[src/rtl/missPkg.sv]
package missPkg;

  typedef enum logic [1:0] {
    ST_IDLE = 2'd0,
    ST_REQ  = 2'd1,
    ST_WAIT = 2'd2
  } missState_t;

  // strobes from control to datapath
  typedef struct packed {
    logic capture;   // load allocation fields
    logic beatLoad;  // shift a non-final beat into the buffer
  } missStrobe_t;

endpackage

[src/rtl/missParity.sv]
module missParity #(
  parameter int UNITS     = 8,
  parameter int UNIT_BITS = 64
) (
  input  logic [UNITS*UNIT_BITS-1:0] din,
  input  logic                       poison,
  output logic [UNITS-1:0]           code
);

  for (genvar u = 0; u < UNITS; u++) begin : gUnit
    assign code[u] = (^din[u*UNIT_BITS +: UNIT_BITS]) ^ poison;
  end

endmodule

[src/rtl/missCtrl.sv]
module missCtrl
  import missPkg::*;
#(
  parameter int BEATS = 2
) (
  input  logic        clk,
  input  logic        rstN,
  input  logic        allocValid,
  input  logic        busReqReady,
  input  logic        grantValid,
  input  logic        flush,
  input  logic        fence,
  input  logic        faultNow,
  output logic        allocReady,
  output logic        busReqValid,
  output logic        arrWrite,
  output logic        respValid,
  output missStrobe_t strobe
);

  localparam int BEAT_W = (BEATS > 1) ? $clog2(BEATS) : 1;
  localparam logic [BEAT_W-1:0] LAST_BEAT = BEAT_W'(BEATS - 1);

  missState_t        stateQ, stateD;
  logic              pendingQ, pendingD;
  logic [BEAT_W-1:0] beatQ, beatD;
  logic              kill, reqFire, grantLast;

  assign kill        = flush | fence;
  assign allocReady  = (stateQ == ST_IDLE);
  assign busReqValid = (stateQ == ST_REQ);
  assign reqFire     = busReqValid & busReqReady;
  assign grantLast   = (stateQ == ST_WAIT) & grantValid & (beatQ == LAST_BEAT);

  assign strobe.capture  = allocValid & allocReady;
  assign strobe.beatLoad = (stateQ == ST_WAIT) & grantValid & (beatQ != LAST_BEAT);

  // completion pulses: a pending kill silences everything,
  // a kill on the last beat or a corrupt grant only blocks the write
  assign respValid = grantLast & ~pendingQ;
  assign arrWrite  = grantLast & ~pendingQ & ~kill & ~faultNow;

  always_comb begin
    stateD   = stateQ;
    pendingD = pendingQ;
    beatD    = beatQ;
    unique case (stateQ)
      ST_IDLE: begin
        pendingD = 1'b0;
        beatD    = '0;
        if (strobe.capture) stateD = ST_REQ;
      end
      ST_REQ: begin
        if (reqFire) begin
          stateD   = ST_WAIT;
          pendingD = kill;
        end else if (kill) begin
          stateD = ST_IDLE;
        end
      end
      ST_WAIT: begin
        pendingD = pendingQ | kill;
        if (grantValid) begin
          if (beatQ == LAST_BEAT) begin
            stateD   = ST_IDLE;
            pendingD = 1'b0;
            beatD    = '0;
          end else begin
            beatD = beatQ + 1'b1;
          end
        end
      end
      default: stateD = ST_IDLE;
    endcase
  end

  always_ff @(posedge clk or negedge rstN) begin
    if (!rstN) begin
      stateQ   <= ST_IDLE;
      pendingQ <= 1'b0;
      beatQ    <= '0;
    end else begin
      stateQ   <= stateD;
      pendingQ <= pendingD;
      beatQ    <= beatD;
    end
  end

  // kill before the request is taken drops the entry
  a_r3_kill_before_issue: assert property (@(posedge clk) disable iff (!rstN)
    (busReqValid && !busReqReady && (flush || fence)) |=> allocReady);

  // kill on the completing beat blocks the write
  a_r5_kill_on_last_no_write: assert property (@(posedge clk) disable iff (!rstN)
    (respValid && (flush || fence)) |-> !arrWrite);

  // response is a one-cycle pulse
  a_r6_single_pulse: assert property (@(posedge clk) disable iff (!rstN)
    respValid |=> !respValid);

  // busy while a request is outstanding, idle after completion
  a_r2_busy_in_req: assert property (@(posedge clk) disable iff (!rstN)
    busReqValid |-> !allocReady);
  a_r2_idle_after_resp: assert property (@(posedge clk) disable iff (!rstN)
    respValid |=> allocReady);

endmodule

[src/rtl/missData.sv]
module missData
  import missPkg::*;
#(
  parameter int LINE_ADDR_BITS = 42,
  parameter int SET_BITS       = 8,
  parameter int WAYS           = 4,
  parameter int LINE_BITS      = 512,
  parameter int BEAT_BITS      = 256,
  parameter int UNIT_BITS      = 64,
  localparam int BEATS         = LINE_BITS / BEAT_BITS,
  localparam int UNITS         = LINE_BITS / UNIT_BITS,
  localparam int TAG_BITS      = LINE_ADDR_BITS - SET_BITS
) (
  input  logic                      clk,
  input  logic                      rstN,
  input  missStrobe_t               strobe,
  input  logic [LINE_ADDR_BITS-1:0] allocLine,
  input  logic [WAYS-1:0]           allocWay,
  input  logic                      allocIsPrefetch,
  input  logic                      allocPoison,
  input  logic [BEAT_BITS-1:0]      grantData,
  input  logic                      grantCorrupt,
  output logic [LINE_ADDR_BITS-1:0] lineAddr,
  output logic [SET_BITS-1:0]       setIdx,
  output logic [TAG_BITS-1:0]       tagBits,
  output logic [WAYS-1:0]           wayMask,
  output logic                      isPrefetch,
  output logic [LINE_BITS-1:0]      lineData,
  output logic [UNITS-1:0]          dataCode,
  output logic                      metaCode,
  output logic                      faultNow
);

  localparam int BUF_BITS = (BEATS - 1) * BEAT_BITS;

  logic [LINE_ADDR_BITS-1:0] lineQ;
  logic [WAYS-1:0]           wayQ;
  logic                      pfQ, poisonQ, faultQ;
  logic [BUF_BITS-1:0]       bufQ, bufShift;

  // earlier beats shift down so beat 0 ends at the low end
  if (BEATS > 2) begin : gWideBuf
    assign bufShift = {grantData, bufQ[BUF_BITS-1:BEAT_BITS]};
  end else begin : gOneBuf
    assign bufShift = grantData;
  end

  always_ff @(posedge clk or negedge rstN) begin
    if (!rstN) begin
      lineQ   <= '0;
      wayQ    <= '0;
      pfQ     <= 1'b0;
      poisonQ <= 1'b0;
      faultQ  <= 1'b0;
      bufQ    <= '0;
    end else begin
      if (strobe.capture) begin
        lineQ   <= allocLine;
        wayQ    <= allocWay;
        pfQ     <= allocIsPrefetch;
        poisonQ <= allocPoison;
        faultQ  <= 1'b0;
      end
      if (strobe.beatLoad) begin
        bufQ   <= bufShift;
        faultQ <= faultQ | grantCorrupt;
      end
    end
  end

  assign lineData   = {grantData, bufQ};
  assign faultNow   = faultQ | grantCorrupt;
  assign lineAddr   = lineQ;
  assign setIdx     = lineQ[SET_BITS-1:0];
  assign tagBits    = lineQ[LINE_ADDR_BITS-1:SET_BITS];
  assign wayMask    = wayQ;
  assign isPrefetch = pfQ;

  missParity #(.UNITS(UNITS), .UNIT_BITS(UNIT_BITS)) uDataPar (
    .din    (lineData),
    .poison (poisonQ),
    .code   (dataCode)
  );

  missParity #(.UNITS(1), .UNIT_BITS(TAG_BITS)) uMetaPar (
    .din    (tagBits),
    .poison (poisonQ),
    .code   (metaCode)
  );

  // a corrupt beat keeps the fault visible until completion
  a_r10_fault_sticky: assert property (@(posedge clk) disable iff (!rstN)
    (strobe.beatLoad && grantCorrupt) |=> faultNow);

endmodule

[src/rtl/missEntry.sv]
module missEntry
  import missPkg::*;
#(
  parameter int LINE_ADDR_BITS = 42,
  parameter int SET_BITS       = 8,
  parameter int WAYS           = 4,
  parameter int LINE_BITS      = 512,
  parameter int BEAT_BITS      = 256,
  parameter int UNIT_BITS      = 64,
  localparam int UNITS         = LINE_BITS / UNIT_BITS,
  localparam int TAG_BITS      = LINE_ADDR_BITS - SET_BITS
) (
  input  logic                      clk,
  input  logic                      rstN,
  input  logic                      allocValid,
  output logic                      allocReady,
  input  logic [LINE_ADDR_BITS-1:0] allocLine,
  input  logic [WAYS-1:0]           allocWay,
  input  logic                      allocIsPrefetch,
  input  logic                      allocPoison,
  input  logic                      flush,
  input  logic                      fence,
  output logic                      busReqValid,
  input  logic                      busReqReady,
  output logic [LINE_ADDR_BITS-1:0] busReqLine,
  input  logic                      grantValid,
  input  logic [BEAT_BITS-1:0]      grantData,
  input  logic                      grantCorrupt,
  output logic                      arrWrite,
  output logic [SET_BITS-1:0]       arrSet,
  output logic [TAG_BITS-1:0]       arrTag,
  output logic [WAYS-1:0]           arrWay,
  output logic [LINE_BITS-1:0]      arrData,
  output logic [UNITS-1:0]          arrDataCode,
  output logic                      arrMetaCode,
  output logic                      respValid,
  output logic [LINE_ADDR_BITS-1:0] respLine,
  output logic                      respIsPrefetch,
  output logic [LINE_BITS-1:0]      respData,
  output logic                      respFault
);

  missStrobe_t               strobe;
  logic                      faultNow;
  logic [LINE_ADDR_BITS-1:0] lineAddr;
  logic [LINE_BITS-1:0]      lineData;

  missCtrl #(.BEATS(LINE_BITS / BEAT_BITS)) uCtrl (
    .clk         (clk),
    .rstN        (rstN),
    .allocValid  (allocValid),
    .busReqReady (busReqReady),
    .grantValid  (grantValid),
    .flush       (flush),
    .fence       (fence),
    .faultNow    (faultNow),
    .allocReady  (allocReady),
    .busReqValid (busReqValid),
    .arrWrite    (arrWrite),
    .respValid   (respValid),
    .strobe      (strobe)
  );

  missData #(
    .LINE_ADDR_BITS (LINE_ADDR_BITS),
    .SET_BITS       (SET_BITS),
    .WAYS           (WAYS),
    .LINE_BITS      (LINE_BITS),
    .BEAT_BITS      (BEAT_BITS),
    .UNIT_BITS      (UNIT_BITS)
  ) uData (
    .clk             (clk),
    .rstN            (rstN),
    .strobe          (strobe),
    .allocLine       (allocLine),
    .allocWay        (allocWay),
    .allocIsPrefetch (allocIsPrefetch),
    .allocPoison     (allocPoison),
    .grantData       (grantData),
    .grantCorrupt    (grantCorrupt),
    .lineAddr        (lineAddr),
    .setIdx          (arrSet),
    .tagBits         (arrTag),
    .wayMask         (arrWay),
    .isPrefetch      (respIsPrefetch),
    .lineData        (lineData),
    .dataCode        (arrDataCode),
    .metaCode        (arrMetaCode),
    .faultNow        (faultNow)
  );

  assign busReqLine = lineAddr;
  assign respLine   = lineAddr;
  assign arrData    = lineData;
  assign respData   = lineData;
  assign respFault  = faultNow;

  // an unaccepted request holds with a stable address
  a_r2_req_hold: assert property (@(posedge clk) disable iff (!rstN)
    (busReqValid && !busReqReady && !flush && !fence) |=> (busReqValid && $stable(busReqLine)));

  // a write never occurs without a response
  a_r4_write_needs_resp: assert property (@(posedge clk) disable iff (!rstN)
    arrWrite |-> respValid);

  // a faulty line is never written
  a_r10_fault_no_write: assert property (@(posedge clk) disable iff (!rstN)
    (respValid && respFault) |-> !arrWrite);

  // idle and requesting are exclusive
  a_r1_ready_excl: assert property (@(posedge clk) disable iff (!rstN)
    !(allocReady && busReqValid));

endmodule

[config.mk]
export PLATFORM = sky130hd
export DESIGN_NAME = missEntry
export DESIGN_NICKNAME = d
export VERILOG_FILES = /design/src/rtl/missPkg.sv /design/src/rtl/missParity.sv /design/src/rtl/missCtrl.sv /design/src/rtl/missData.sv /design/src/rtl/missEntry.sv
export SDC_FILE = /design/constraint.sdc
export NUM_CORES = 1
export LEC_CHECK = 0
export BUFFER_PORTS_ARGS = -buffer_cell sky130_fd_sc_hd__buf_2
export CAP_MARGIN = 20
export CORE_AREA = 2 2 580 582
export DETAILED_ROUTE_END_ITERATION = 6
export DIE_AREA = 0 0 582 584
export SLEW_MARGIN = 40
export SYNTH_ARGS = -nofsm -noshare
export SYNTH_HDL_FRONTEND = slang
export SYNTH_HIERARCHICAL = 1
export SYNTH_SLANG_ARGS = --single-unit
[constraint.sdc]
create_clock -name clk -period 2.8 [get_ports clk]
set_clock_uncertainty 0.1 [all_clocks]
set_input_delay 0.14 -clock clk [delete_from_list [all_inputs] [get_ports clk]]
set_output_delay 0.14 -clock clk [all_outputs]
set_load 0.02 [all_outputs]
-- Word level (Yosys, flattened, before mapping)
Cells that the tools add are included.
- register bits after elaboration: 309
- bits in latches: 0
- RAM bits: 0
- bits in read-only memories: 0
- input bits: 312
- output and inout port bits: 1169
- word-level logic and storage cells: 72
- memories: 0
- add/sub/neg operators: 1
- multipliers: 0
- divide/modulo/power cells: 0
- order comparisons: 0
- eq/ne operators: 7
- shifts and indexed selects: 0
- mux-type cells: 15
- bitwise gates (word level): 24
- reduce and logical (&&, ||, !) cells: 16
- operator list (operator ; number):
    XOR reduction 64 bit ; 8
    XOR reduction 34 bit ; 1
    two-way mux 2 bit ; 5
    bitwise XOR 1 bit ; 9
    bitwise AND 1 bit ; 8
    two-way mux 1 bit ; 7
    inequality test 2 bit, second input constant ; 3
    case mux 2 bit (3 select lines) ; 1
    inverter 1 bit ; 4
    AND reduction 2 bit ; 2
    AND reduction 4 bit ; 1
    nonzero test 2 bit ; 2
    inequality test 3 bit, second input constant ; 1
    bitwise OR 1 bit ; 3
    case mux 1 bit (3 select lines) ; 1
    nonzero test 3 bit ; 1
    == test 2 x 1 -> 1 bit, second input constant ; 1
    == test 2 bit, second input constant ; 1
    zero test 2 bit ; 1
    inequality test 2 x 1 -> 1 bit, second input constant ; 1
    case mux 1 bit (2 select lines) ; 1
    adder 1 bit, second input constant ; 1

-- Logic depth before layout (Yosys ltp)
Gate-level depths: netlist of run 1.
- depth in word-level cells: 6
- gate-level depth with buffers: 8
- gate-level depth less buffers: 6

-- Cells and area by module
Netlist of run 1, hierarchy kept.
- modules (own cells, without submodules) (module ; instances ; cells each ; area an instance (µm²) ; seq. area each (µm²)):
    missData ; 1 ; 944 ; 14565.2 ; 7632.3
    missParity at uData.uDataPar ; 1 ; 505 ; 4535.6 ; 0.0
    missEntry ; 1 ; 554 ; 4159.0 ; 0.0
    missCtrl ; 1 ; 36 ; 344.1 ; 100.1
    missParity at uData.uMetaPar ; 1 ; 33 ; 302.8 ; 0.0

-- Worst setup path before layout of run 1
OpenSTA, ideal clock, no wires.
- path kind: register -> output
- start point: register uData.poisonQ
- end point: output arrDataCode[0]
- arrival: 1.951 ns
- required time: 2.560 ns
- slack: 0.609 ns
- cell stages (with the launch flop): 8
- buffers on the path: 1
- path through: dfrtp_1 -> buf_6 -> xnor2_1 -> xnor2_1 -> xnor2_1 -> xnor2_1 -> xnor3_1 -> xnor2_1
- cells in the longest elaborated chain, start to end: 1
- ends and longest elaborated chain (what ; RTL line ; text):
    from (decl) ; missData.sv:38 ; logic pfQ, poisonQ, faultQ;
    from (signal assigned) ; missData.sv:61 ; poisonQ <= allocPoison;
    bitwise XOR 1 bit ; missParity.sv:11 ; assign code[u] = (^din[u*UNIT_BITS +: UNIT_BITS]) ^ poison;
    to (decl) ; missEntry.sv:34 ; output logic [UNITS-1:0] arrDataCode,
Every way passes these cells.

-- Worst setup path after layout of run 1
- start point: register uData.poisonQ
- end point: output arrDataCode[1]
The elaborated chain is that of the path after synthesis.

==> results of run 1 <==
-- through the flow --
step | std cells | TNS (ns)
finish | 7816 | -3.01
global route | 7771 | -4.04
CTS | 7742 | -4.19
detailed placement | 7332 | -2.35
global placement | 7331 | -3.65
floorplan | 2072 | 0
-- routing by layer --
layer  wire length, um  share of wire [%]
met4             18200                6.5
met2            116000                 41
met3             38800                 14
met1            109000                 38
met5               657               0.23
-- power groups by stage --
stage               combinational, uW  sequential [uW]  clock [uW]
global route                    57700            10700        6780
detailed placement              48500            10400           0
finish                          55600            10500        6410
global placement                48800            10300           0
CTS                             56000            10500        6690
floorplan                       25000            11900           0
-- final cells by class --
cell class	count	area share (%)
Sequential cell	309	20.3
Multi-Input combinational cell	871	26.4
Clock inverter	23	0.684
Inverter	5	0.0491
Tap cell	4387	14.4
Timing Repair Buffer	2091	34.3
Antenna cell	71	0.465
Clock buffer	59	3.43
-- worst register-to-register path, stage by stage, from the launching register on --
cell,delay (ns)
dfrtp_1,0.39
inv_1,0.15
ha_1,0.25
nor2b_1,0.32
nor2_1,0.08
dlygate4sd3_1,0.57
o2bb2ai_1,0.13
dlygate4sd3_1,0.57
-- flip-flops by register name, summed over array words and instances (netlist names) --
| register | count |
|---|---|
| uCtrl/pendingQ | 1 |
| uData/poisonQ | 1 |
| uData/lineAddr | 42 |
| uCtrl/beatQ | 1 |
| uCtrl/stateQ | 2 |
| uData/faultQ | 1 |
| uData/bufQ | 256 |
| uData/isPrefetch | 1 |
| uData/wayMask | 4 |
-- cell families after synthesis --
logic type               synth area share [%]
multiplexers                             18.0
AO/OA/AOI/OAI                           0.345
flip-flops                               32.3
adder cells (fa/ha/maj)                 0.262
AND/OR/NAND/NOR                         0.330
XOR/XNOR                                 20.2
buffers and inverters                    28.5
-- placed cells by master (no fill, tap or decap), types with 7 or more instances in the layout --
cell type      Yosys  final
buf_12             1     21
buf_2              5   1470
buf_4            854    279
clkbuf_16          0     47
clkbuf_8           0      9
dfrtp_1          309    294
dfrtp_2            0     15
diode_2            0     71
dlygate4sd3_1      0    315
inv_6              0      7
mux2_2            75     75
mux2_4           229    229
xnor2_1          467    401
xnor2_2            0     47
xnor2_4            0     19
xor2_1            62     59
-- worst max-delay path by stage --
stage	start	to	slack [ns]	cells past startpoint
2_1_floorplan	uData/poisonQ$_DFFE_PN0P_	arrDataCode[0]	0.61	7
3_3_place_gp	uData/bufQ[40]$_DFFE_PN0P_	arrDataCode[0]	-0.96	9
3_5_place_dp	grantData[0]	arrDataCode[4]	-0.72	9
4_1_cts	uData/bufQ[34]$_DFFE_PN0P_	arrDataCode[0]	-0.64	8
5_1_grt	uData/bufQ[34]$_DFFE_PN0P_	arrDataCode[0]	-0.57	8
6_report	uData/poisonQ$_DFFE_PN0P_	arrDataCode[1]	-0.46	9
-- what timing repair did --
action                                  CTS  global route
resized for setup                       104            16
hold endpoints to repair                585             1
pin swaps                                49            13
hold buffers                            315             1
setup buffers                            15             2
endpoints found under the setup margin    9             9
==> run_results.csv, run 1 <==
group,metric,value,unit
drt,drt_iter0_markers,1720,
synth,yosysTopAreaCell,"dfrtp_1",
worst_setup_path,crit_slowest_cell,"xnor3_2",
grt,track_usage,16.0,%
worst_setup_path,rr_endpoint,"uCtrl/stateQ[1]$_DFFE_PN0P_",
worst_setup_path,arrival,3.02,ns
place,dp_slack,-0.717,ns
synth,synth_top_area_share,32.3,%
synth,synthCells,2072,
drt,ant_nets,0,
worst_setup_path,path_cells,"buf_12, buf_12, xnor2_4, xnor2_2, xnor2_2, xnor2_2, xnor3_2, xnor2_2, buf_4",
sta,hold_ws,0.133,ns
layout,ff_latch_area,7750,um^2
sta,tightest_slew,0.867,ns
worst_setup_path,critPathKind,"reg2out",
floorplan,die_y,584,um
worst_setup_path,endpoint_kind,"output pin",
worst_setup_path,r2r_start,"uCtrl/stateQ[1]$_DFFE_PN0P_",
sta,period_needed,3.26,ns
power_and_ir_drop,p_per_area,1900,nW/um^2
drt,viasPerCell,2.79,
clock_tree,clock_latency,0.67,ns
status,violations,"setup timing",
status,outcome,"complete, but fails checks",
worst_setup_path,r2r_slack,0.17,ns
clock_tree,clk_path_buf_depth,3,
flow_run,max_cap_viol_count,0,
sta,hold_violations,0,
place,dp_hpwl,251,mm
sta,relSlewSlack,41.8,%
worst_hold_path,whs_endpoint,"uData/lineAddr[2]$_DFFE_PN0P_",
synth,synth_nets,2389,
floorplan,coreArea,333000,um^2
power_and_ir_drop,p_sw_share,54.6,%
clock_tree,clock-root-buffer,"clkbuf_16",
sta,max_freq,307,MHz
synth,synth_edf_count,0,
grt,top_usage_layer,"met2",
layout,num-fill-cells,38000,
worst_setup_path,critPathMaxStageDelay,0.50,ns
place,place.gp.congestion,0.987,
grt,overflow,0,
grt,use_met1,18.4,%
sta,layout_setup_ws,-0.459,ns
synth,synth-seq-area-share,32.3,%
worst_setup_path,path_buf_inv,3,
worst_setup_path,cpLargestDelayFamily,"XOR/XNOR gates",
place,port-buffer-count,1480,
power_and_ir_drop,vdd_drop_max,2.62,mV
grt,grt_pass1_vias,20900,
drt,wirelength,283,mm
layout,nNetsFinal,3642,
synth,yosys-top-cells-area,"dfrtp_1, buf_4, xnor2_1",
floorplan,row_count,212,
grt,met2_usage,23.2,%
drt,wl_per_cell,36.2,um
power_and_ir_drop,seq_power_share,14.5,%
floorplan,num_io_pins,1481,
worst_setup_path,worstPathRequired,2.56,ns
synth,yosysUniqueCellTypes,30,
sta,rsz0062_at_grt,"yes",
synth,ys.flop_type,"dfrtp_1",
place,placed_cell_area,32400,um^2
power_and_ir_drop,leakagePower,0.0170,uW
layout,final_util,11.5,%
worst_hold_path,whs_path_depth,3,
floorplan,die_area,340000,um^2
power_and_ir_drop,finalPower,72500,uW
layout,multiInputGateArea,10100,um^2
floorplan,die_x,582,um
sta,slew_viol_final,0,
grt,gr-usage-met3,9.01,%
synth,ys_seq_elements,309,
worst_hold_path,hold_class,"in2reg",
drt,num_vias,21800,
synth,syn_area,23900,um^2
power_and_ir_drop,p_sw,39500,uW
grt,grt_max_degree,49,
clock_tree,cts_buffers,47,
power_and_ir_drop,pwr-share-comb,76.7,%
grt,grt_antenna_before_repair,186,
synth,yosys_warnings,6,
grt,grt_pass1_wl,328,mm
sta,finalSetupViolCount,9,
drt,drc,0,
clock_tree,clock-sinks,309,
worst_hold_path,holdCritStartpoint,"allocLine[2]",
clock_tree,h-tree-depth,2,
worst_setup_path,reg2reg_depth,7,
sta,fin_crit_sh,116,%
power_and_ir_drop,p_clk_share,8.8,%
worst_setup_path,cp-start-kind,"flip-flop",
synth,yosysMostFrequentCell,"buf_4",
synth,synthTopCellsByCount,"buf_4, xnor2_1, dfrtp_1",
power_and_ir_drop,p_int,32900,uW
layout,syn_to_final_growth,59.9,%
worst_setup_path,critPathMaxFanout,4,
worst_setup_path,cp_common_cell,"xnor2_2",
layout,drive_above_1_share,67.2,%
drt,dr.pass1.iters,5,
layout,stdcell_area,38200,um^2
clock_tree,tritoncts,"yes",
synth,syn_avg_cell_area,11.5,um^2
clock_tree,clk_pin_slew,0.08,ns
synth,async_reset_ff_share,100,%
floorplan,initial_core_util,7.18,%
Power figures use the tool's default switching activity.
==> run 2, diff against run 1 <==
--- a/config.mk
+++ b/config.mk
@@ -5,7 +5,7 @@
 export SDC_FILE = /design/constraint.sdc
 export NUM_CORES = 1
 export LEC_CHECK = 0
-export BUFFER_PORTS_ARGS = -buffer_cell sky130_fd_sc_hd__buf_2
+export BUFFER_PORTS_ARGS = -buffer_cell sky130_fd_sc_hd__buf_4
 export CAP_MARGIN = 20
 export CORE_AREA = 2 2 580 582
 export DETAILED_ROUTE_END_ITERATION = 6
==> run 2 against run 1 <==
Effect of this change: the flow still finishes with violations (setup timing); maximum frequency down 2.2%; design area up 7.2%; cell count decreased by 1.5%; worst hold slack lost 0.023 ns.
==> run_results.csv, run 2 (same netlist as run 1, synthesis figures left out) <==
group,metric,value,unit
status,outcome,"complete, but fails checks",
status,violations,"setup timing",
power_and_ir_drop,leakagePower,0.0178,uW
floorplan,initial_core_util,7.18,%
grt,track_usage,15.7,%
sta,rsz0062_at_grt,"yes",
floorplan,coreArea,333000,um^2
layout,final_cells,7695,
worst_hold_path,hold_class,"in2async",
place,place.gp.congestion,0.925,
floorplan,row_count,212,
grt,grt_pass1_vias,20300,
worst_setup_path,crit_slowest_cell,"dfrtp_1",
drt,dr.pass1.iters,5,
layout,final_util,12.3,%
clock_tree,clock-root-buffer,"clkbuf_16",
grt,grt_max_degree,59,
floorplan,die_x,582,um
grt,grt_pass1_wl,323,mm
drt,drt_iter0_markers,1468,
sta,layout_setup_ws,-0.531,ns
sta,fin_crit_sh,119,%
sta,finalSetupViolCount,9,
layout,syn_to_final_growth,71.5,%
floorplan,num_io_pins,1481,
drt,drc,0,
sta,hold_ws,0.109,ns
clock_tree,clock-sinks,309,
clock_tree,clk_pin_slew,0.08,ns
power_and_ir_drop,p_per_area,1800,nW/um^2
sta,tightest_slew,0.885,ns
layout,largest_reg_flops,256,
worst_setup_path,endpoint_kind,"output pin",
worst_setup_path,cp_common_cell,"xnor2_1",
sta,slew_viol_final,0,
clock_tree,clk_path_buf_depth,3,
worst_setup_path,path_buf_inv,1,
floorplan,die_y,584,um
worst_setup_path,critPathKind,"reg2out",
clock_tree,cts_buffers,47,
power_and_ir_drop,vdd_drop_max,2.86,mV
worst_setup_path,path_cells,"xnor2_1, xnor2_1, xnor2_1, xnor2_2, xnor3_1, xnor2_2, buf_4",
worst_setup_path,cpLargestDelayFamily,"XOR/XNOR gates",
drt,num_vias,20700,
sta,relSlewSlack,41.0,%
grt,overflow,0,
place,dp_slack,-0.568,ns
flow_run,max_cap_viol_count,0,
layout,final_cell_mix,"buf_4, xnor2_1, dlygate4sd3_1",
layout,drive_above_1_share,65.7,%
sta,period_needed,3.33,ns
worst_setup_path,critPathMaxFanout,4,
worst_setup_path,worstPathRequired,2.56,ns
sta,setup_tns,-3.36,ns
sta,max_freq,300,MHz
floorplan,die_area,340000,um^2
place,placed_cells,7240,
clock_tree,clock_latency,0.69,ns
layout,final_common_cell,"buf_4",
clock_tree,h-tree-depth,2,
drt,viasPerCell,2.69,
layout,largest-register,"uData/bufQ",
drt,wirelength,277,mm
clock_tree,tritoncts,"yes",
sta,hold_violations,0,
drt,ant_nets,0,
place,port-buffer-count,1480,
layout,nNetsFinal,3543,
worst_setup_path,arrival,3.09,ns
drt,wl_per_cell,36.0,um
worst_setup_path,critPathMaxStageDelay,0.52,ns
place,dp_hpwl,246,mm
worst_setup_path,cp-start-kind,"flip-flop",
grt,grt_antenna_before_repair,134,
run 2: cell types whose count changed in the layout (fill, tap and decap cells not counted), sizes merged:
cell | before | now
dlygate4sd3 | 315 | 313
clkinv | 7 | 12
clkbuf | 59 | 62
bufinv | 4 | 9
clkinvlp | 5 | 1
inv | 12 | 8
diode | 71 | 44
buf | 1776 | 1679
run 2: final cells by class:
type / count / area, um^2
clock inverter: 25 / 408
inverter: 5 / 18.8
sequential: 309 / 7750
timing repair buffer: 1992 / 16000
multi-input combinational: 871 / 9860
tap: 4387 / 5490
fill: 37900 / 292000
antenna: 44 / 110
clock buffer: 62 / 1330
run 2: path summary, 6_finish.rpt:
check / from / endpoint / slack, ns / depth (start not counted)
setup reg to reg: uCtrl/stateQ[0]$_DFFE_PN0P_ / uData/bufQ[72]$_DFFE_PN0P_ / 0.44 / 7
hold reg to reg: uData/faultQ$_DFFE_PN0P_ / uData/faultQ$_DFFE_PN0P_ / 0.42 / 1
max in group asynchronous: rstN / uData/poisonQ$_DFFE_PN0P_ / 1.85 / 3
hold / removal: rstN / uData/bufQ[97]$_DFFE_PN0P_ / 0.11 / 3
min in group clk: allocLine[2] / uData/lineAddr[2]$_DFFE_PN0P_ / 0.12 / 3
setup / recovery: uData/bufQ[219]$_DFFE_PN0P_ / arrDataCode[3] / -0.53 / 7
run 2: power breakdown:
| part | leakage [uW] | total [uW] | switching [uW] | internal (uW) |
|---|---|---|---|---|
| Clock | 0.000856 | 7030 | 2840 | 4190 |
| Combinational | 0.0132 | 55900 | 31600 | 24300 |
| Sequential | 0.00371 | 10900 | 4150 | 6710 |
run 2: routing by layer:
metal  wire length (um)  up-vias  global-route usage [%]
li1                   -     8159                       -
met3              33500      385                    7.60
met2             119000     1589                    23.8
met5               1020        -                   0.602
met1             111000    10400                    18.7
met4              12600      108                    6.14
run 2: through the flow:
| step | power (uW) | cell area, um^2 |
|---|---|---|
| after floorplan | 36900 | 23900 |
| after global placement | 61800 | 35300 |
| after detailed placement | 61800 | 35400 |
| after CTS | 74800 | 40800 |
| after global routing | 76200 | 40900 |
| final | 73800 | 41000 |
run 2: timing repair:
action / in CTS / in global routing
resized for setup: 73 / 15
pin swaps: 27 / 14
endpoints found under the hold margin: 618 / 0
endpoints found under the setup margin: 9 / 9
buffers inserted: 10 / 1
hold buffers: 314 / 0
run 2: tightest hold or removal path: stages:
cell and delay, ns:
dlygate4sd3_1 0.57, buf_8 0.29, buf_16 0.25
